===== src/rtl/tl_pkg.sv =====
package tl_pkg;
    localparam int LAMPS_PER_SIDE = 3;
    localparam int STEP_W = $clog2(LAMPS_PER_SIDE + 1);
    localparam int STATE_W = 3;

    typedef enum logic [STATE_W-1:0] {
        ST_IDLE  = 3'b000,
        ST_L1    = 3'b001,
        ST_L2    = 3'b011,
        ST_L3    = 3'b010,
        ST_R1    = 3'b101,
        ST_R2    = 3'b111,
        ST_R3    = 3'b110,
        ST_FLASH = 3'b100
    } tl_state_e;

    typedef struct packed {
        tl_state_e state;
    } tl_regs_t;

    typedef struct packed {
        logic left;
        logic right;
        logic hazard;
    } tl_req_t;
endpackage


===== src/rtl/tl_next.sv =====
module tl_next
    import tl_pkg::*;
(
    input  tl_state_e cur_i,
    input  tl_req_t   req_i,
    output tl_state_e nxt_o
);
    logic flash_req;
    logic cut_in;

    always_comb begin
        flash_req = req_i.hazard | (req_i.left & req_i.right);
        cut_in    = req_i.hazard;
        nxt_o     = ST_IDLE;
        unique case (cur_i)
            ST_IDLE: begin
                if (flash_req)         nxt_o = ST_FLASH;
                else if (req_i.left)   nxt_o = ST_L1;
                else if (req_i.right)  nxt_o = ST_R1;
                else                   nxt_o = ST_IDLE;
            end
            ST_L1:    nxt_o = cut_in ? ST_FLASH : ST_L2;
            ST_L2:    nxt_o = cut_in ? ST_FLASH : ST_L3;
            ST_L3:    nxt_o = ST_IDLE;
            ST_R1:    nxt_o = cut_in ? ST_FLASH : ST_R2;
            ST_R2:    nxt_o = cut_in ? ST_FLASH : ST_R3;
            ST_R3:    nxt_o = ST_IDLE;
            ST_FLASH: nxt_o = ST_IDLE;
            default:  nxt_o = ST_IDLE;
        endcase
    end
endmodule


===== src/rtl/tl_lamp_decode.sv =====
module tl_lamp_decode
    import tl_pkg::*;
(
    input  tl_state_e                 state_i,
    output logic [LAMPS_PER_SIDE-1:0] left_o,
    output logic [LAMPS_PER_SIDE-1:0] right_o
);
    logic [STEP_W-1:0] left_steps;
    logic [STEP_W-1:0] right_steps;

    always_comb begin
        left_steps  = '0;
        right_steps = '0;
        unique case (state_i)
            ST_L1:    left_steps = STEP_W'(1);
            ST_L2:    left_steps = STEP_W'(2);
            ST_L3:    left_steps = STEP_W'(3);
            ST_R1:    right_steps = STEP_W'(1);
            ST_R2:    right_steps = STEP_W'(2);
            ST_R3:    right_steps = STEP_W'(3);
            ST_FLASH: begin
                left_steps  = STEP_W'(LAMPS_PER_SIDE);
                right_steps = STEP_W'(LAMPS_PER_SIDE);
            end
            default: begin
                left_steps  = '0;
                right_steps = '0;
            end
        endcase
    end

    for (genvar i = 0; i < LAMPS_PER_SIDE; i++) begin : g_lamp
        assign left_o[i]  = (left_steps  > STEP_W'(i));
        assign right_o[i] = (right_steps > STEP_W'(i));
    end
endmodule


===== src/rtl/tail_light_ctrl.sv =====
module tail_light_ctrl
    import tl_pkg::*;
(
    input  logic       clk,
    input  logic       rst_n,
    input  logic       turn_left_i,
    input  logic       turn_right_i,
    input  logic       hazard_i,
    output logic [2:0] left_lamp_o,
    output logic [2:0] right_lamp_o,
    output logic [2:0] phase_o
);
    tl_regs_t  regs_d;
    tl_regs_t  regs_q;
    tl_req_t   req;
    tl_state_e step_nxt;

    assign req = '{left: turn_left_i, right: turn_right_i, hazard: hazard_i};

    tl_next next_i (
        .cur_i (regs_q.state),
        .req_i (req),
        .nxt_o (step_nxt)
    );

    always_comb begin
        regs_d       = regs_q;
        regs_d.state = step_nxt;
    end

    always_ff @(posedge clk) begin
        if (!rst_n) regs_q <= '{state: ST_IDLE};
        else        regs_q <= regs_d;
    end

    tl_lamp_decode decode_i (
        .state_i (regs_q.state),
        .left_o  (left_lamp_o),
        .right_o (right_lamp_o)
    );

    assign phase_o = regs_q.state;


    hazard_cut_in_chk: assert property (@(posedge clk) disable iff (!rst_n)
        (hazard_i && (phase_o inside {3'b001, 3'b011, 3'b101, 3'b111}))
        |=> (phase_o == 3'b100));


    flash_return_chk: assert property (@(posedge clk) disable iff (!rst_n)
        (phase_o == 3'b100) |=> (phase_o == 3'b000));


    last_step_return_chk: assert property (@(posedge clk) disable iff (!rst_n)
        (phase_o inside {3'b010, 3'b110}) |=> (phase_o == 3'b000));


    sides_exclusive_chk: assert property (@(posedge clk) disable iff (!rst_n)
        ((left_lamp_o != 3'b000) && (right_lamp_o != 3'b000))
        |-> ((left_lamp_o == 3'b111) && (right_lamp_o == 3'b111)));


    idle_hold_chk: assert property (@(posedge clk) disable iff (!rst_n)
        ((phase_o == 3'b000) && !turn_left_i && !turn_right_i && !hazard_i)
        |=> ((phase_o == 3'b000) && (left_lamp_o == 3'b000) && (right_lamp_o == 3'b000)));


    outputs_edge_only_chk: assert property (@(posedge clk) disable iff (!rst_n)
        $stable(phase_o) |-> ($stable(left_lamp_o) && $stable(right_lamp_o)));
endmodule


===== config.mk =====
export PLATFORM = sky130hd
export DESIGN_NAME = tail_light_ctrl
export DESIGN_NICKNAME = d
export VERILOG_FILES = /design/src/rtl/tl_pkg.sv /design/src/rtl/tl_next.sv /design/src/rtl/tl_lamp_decode.sv /design/src/rtl/tail_light_ctrl.sv
export SDC_FILE = /design/constraint.sdc
export NUM_CORES = 1
export LEC_CHECK = 0
export CELL_PAD_IN_SITES_DETAIL_PLACEMENT = 1
export CELL_PAD_IN_SITES_GLOBAL_PLACEMENT = 1
export CORE_AREA = 3 3 40 42
export DETAILED_ROUTE_END_ITERATION = 8
export DIE_AREA = 0 0 43 45
export PLACE_DENSITY_LB_ADDON = 0.1
export SLEW_MARGIN = 40
export SYNTH_ARGS = -nofsm -noshare
export SYNTH_HDL_FRONTEND = slang
export SYNTH_SLANG_ARGS = --single-unit

===== constraint.sdc =====
create_clock -name clk -period 1.16 [get_ports clk]
set_clock_uncertainty 0.1 [all_clocks]
set_input_delay 0.232 -clock clk [delete_from_list [all_inputs] [get_ports clk]]
set_output_delay 0.232 -clock clk [all_outputs]
set_load 0.005 [all_outputs]

==> key figures <==
Outcome
  – Run status: finished, violations left
  – Violated checks: setup timing

Worst setup path
  – CP startpoint kind: flip-flop
  – Critical path's slowest cell: dfxtp_4
  – Critical path peak fanout: 5
  – CP Cell Sequence: buf_6 > xnor2_2 > nor2_1 > buf_2
  – Crit-path leading delay family: flip-flops
  – Critical Path End Type: output port
  – CP peak stage delay: 0.35 ns
  – Crit path DAT: 1.02 ns
  – Data required time of the worst path: 0.83 ns
  – R2r worst-path depth: 5
  – Critical path class: flip-flop to output port
  – CP Depth: 4
  – Buf/Inv on CP: 2

Clocking
  – Hold buffer count at cts: 0
  – H-tree Lvls: 1
  – TritonCTS clock tree: yes
  – Clock Latency Late Sink: 0.23 ns
  – Sink Count: 3
  – Clock transition at path regs: 0.04 ns
  – Maximum buffer depth of the clock tree: 2
  – Clk Tree Root Cell: clkbuf_4
  – CTS buffer count: 3

Detailed routing
  – DR pass1 iterations: 1
  – Initial DRC count: 0
  – Antenna viol nets, final: 0
  – Drt total wl: 657 um
  – Avg WL per Cell: 10.95 um
  – DRC: 0
  – Via count: 247
  – Vias per cell: 4.117

STA
  – F_max: 742.2 MHz
  – Slew @ Worst Pin: 0.1880 ns
  – Unrepaired setup endpoints after global routing: true
  – Final Setup Violations: 7
  – Count of pins over their slew limit: 0
  – Min Clock Period, post-route: 1.347 ns
  – Hold_ws: 0.4976 ns
  – Post-route setup slack: -0.1874 ns
  – Fin. Hold Viols: 0
  – Relative slew slack: 0.8744
  – Setup_tns: -0.7630 ns
  – Final Cycle Share: 1.162

Floorplanning
  – Die area: 1935 um^2
  – Die span in y: 45 um
  – Die Wd: 43 um
  – Ports: 14
  – Site Rows: 13
  – Initial core utilization: 0.1451
  – Core box area: 1285 um^2

Power and ir drop
  – PD cells: 1103 nW/um^2
  – LEAKAGE: 0.2270 nW
  – Peak VDD IR: 325.9 uV

Synth
  – Register area share after synthesis: 0.3221
  – Ys Warns: 0
  – Synth Area in Simple Gates: 0.1946
  – Mean Syn Cell Area: 8.878 um^2
  – Cell Area, Synth: 186.4 um^2
  – Synthesized net count: 26
  – Yosys reg bits: 3
  – Post-Synth XOR/XNOR Area: 0.1409
  – Post-synthesis adder-cell area fraction: 0
  – Count of cell types in the netlist: 16
  – Mux contribution to synthesized area: 0.05369
  – Complex-gate fraction of the synthesized area: 0.1879
  – Main combinational cell family by area after synthesis: simple AND/OR/NAND/NOR gates
  – Syn Inst Count: 21

Finish
  – Fill count: 161
  – Core Util, Final: 0.3320
  – Post-Layout Inst Area: 426.7 um^2
  – Final #Nets: 51
  – Ratio of cells with drive above 1 in the final layout: 0.6889
  – P&R area growth vs syn: 128.9%
  – N_diodes: 0
  – Largest register FFs: 3

Placement
  – HPWL after detailed placement: 538.1 um
  – # port buffers: 13
  – GPL Wtd Cong: 0.6302
  – Post-placement cell area: 376.6 um^2

Global routing
  – Remaining Overflow, GRT: 0
  – Vias in the first global route: 240
  – Initial antenna violation count: 0
  – GRT Util Overall: 0.07244
  – Largest net degree at the start of global routing: 6
  – First-pass GRT wire length: 1.007 mm

Hold path
  – HP Class: primary input to flip-flop
  – WHS Path Cells: 2

Job
  – Max Cap Viol: 0
## placed cells by master, fill, tap and decap left out, types with 2 or more instances in the layout
cell type        Yosys  layout
buf_2                0       8
buf_4                1       7
buf_6                0       3
clkbuf_4             0       3
clkdlybuf4s50_1      0       4
dfxtp_4              0       2
xnor2_2              0       2
## what timing repair did
action                     in CTS  in global routing
gates cloned                    0                  0
setup buffers                   1                  1
setup endpoints to repair       9                  7
pin swaps                       2                  1
gates resized for setup        50                  2
## cells in the mapped netlist
cell type / number / area, um^2
buf_4: 1 / 7.510
o211a_1: 1 / 10.01
clkbuf_1: 1 / 3.750
inv_1: 2 / 7.510
nand2b_1: 1 / 6.260
and3b_1: 1 / 8.760
xnor2_1: 2 / 17.52
o311a_1: 1 / 10.01
mux2i_1: 1 / 10.01
nor2_1: 2 / 7.510
dfxtp_1: 3 / 60.06
nor3b_1: 1 / 7.510
a21boi_1: 1 / 7.510
o21bai_1: 1 / 7.510
xor2_1: 1 / 8.760
nor2b_1: 1 / 6.260
## cell families after synthesis
group                  after synthesis
AO/OA/AOI/OAI                        4
XOR/XNOR                             3
buffers and inverters                4
flip-flops                           3
multiplexers                         1
AND/OR/NAND/NOR                      6
## path summary, 6_finish.rpt
kind | from | to | slack (ns)
setup / recovery | phase_o[2] | left_lamp_o[2] | -0.19
setup reg to reg | phase_o[2] | phase_o[0] | 0.08
hold reg to reg | phase_o[2] | phase_o[2] | 0.55
hold / removal | rst_n | phase_o[2] | 0.50
## layer usage
| metal | vias up | routed length (um) | global-route usage |
|---|---|---|---|
| li1 | 119 | - | - |
| met2 | 11 | 367 | 0.1407 |
| met1 | 115 | 206 | 0.06024 |
| met5 | - | 0 | 0 |
| met4 | 0 | 14 | 0.05422 |
| met3 | 2 | 68 | 0.02390 |
## metrics by stage
stage,worst slack [ns],power (W),cells
finish,-0.1874,0.0004708,60
global route,-0.2745,0.0005022,60
detailed placement,-0.3818,0.0002860,54
global placement,-0.3461,0.0002821,54
floorplan,0.1180,0.0001740,21
CTS,-0.1963,0.0004735,59
## report_power, final
part / internal, W / total, W / switching (W) / leakage (nW)
combinational: 0.000110 / 0.000169 / 0.0000590 / 0.186
sequential: 0.000110 / 0.000120 / 0.00000971 / 0.0264
clock: 0.000129 / 0.000182 / 0.0000534 / 0.0150
total: 0.000349 / 0.000471 / 0.000122 / 0.227
## final cells by class
type	instances	area [um^2]	share of cell area
multi-input combinational	14	136.4	0.3196
clock buffer	4	26.28	0.06158
tap	15	18.77	0.04399
sequential	3	68.82	0.1613
timing repair buffer	22	166.4	0.3900
inverter	2	10.01	0.02346
Note: power is estimated with default switching activity, not from simulation.
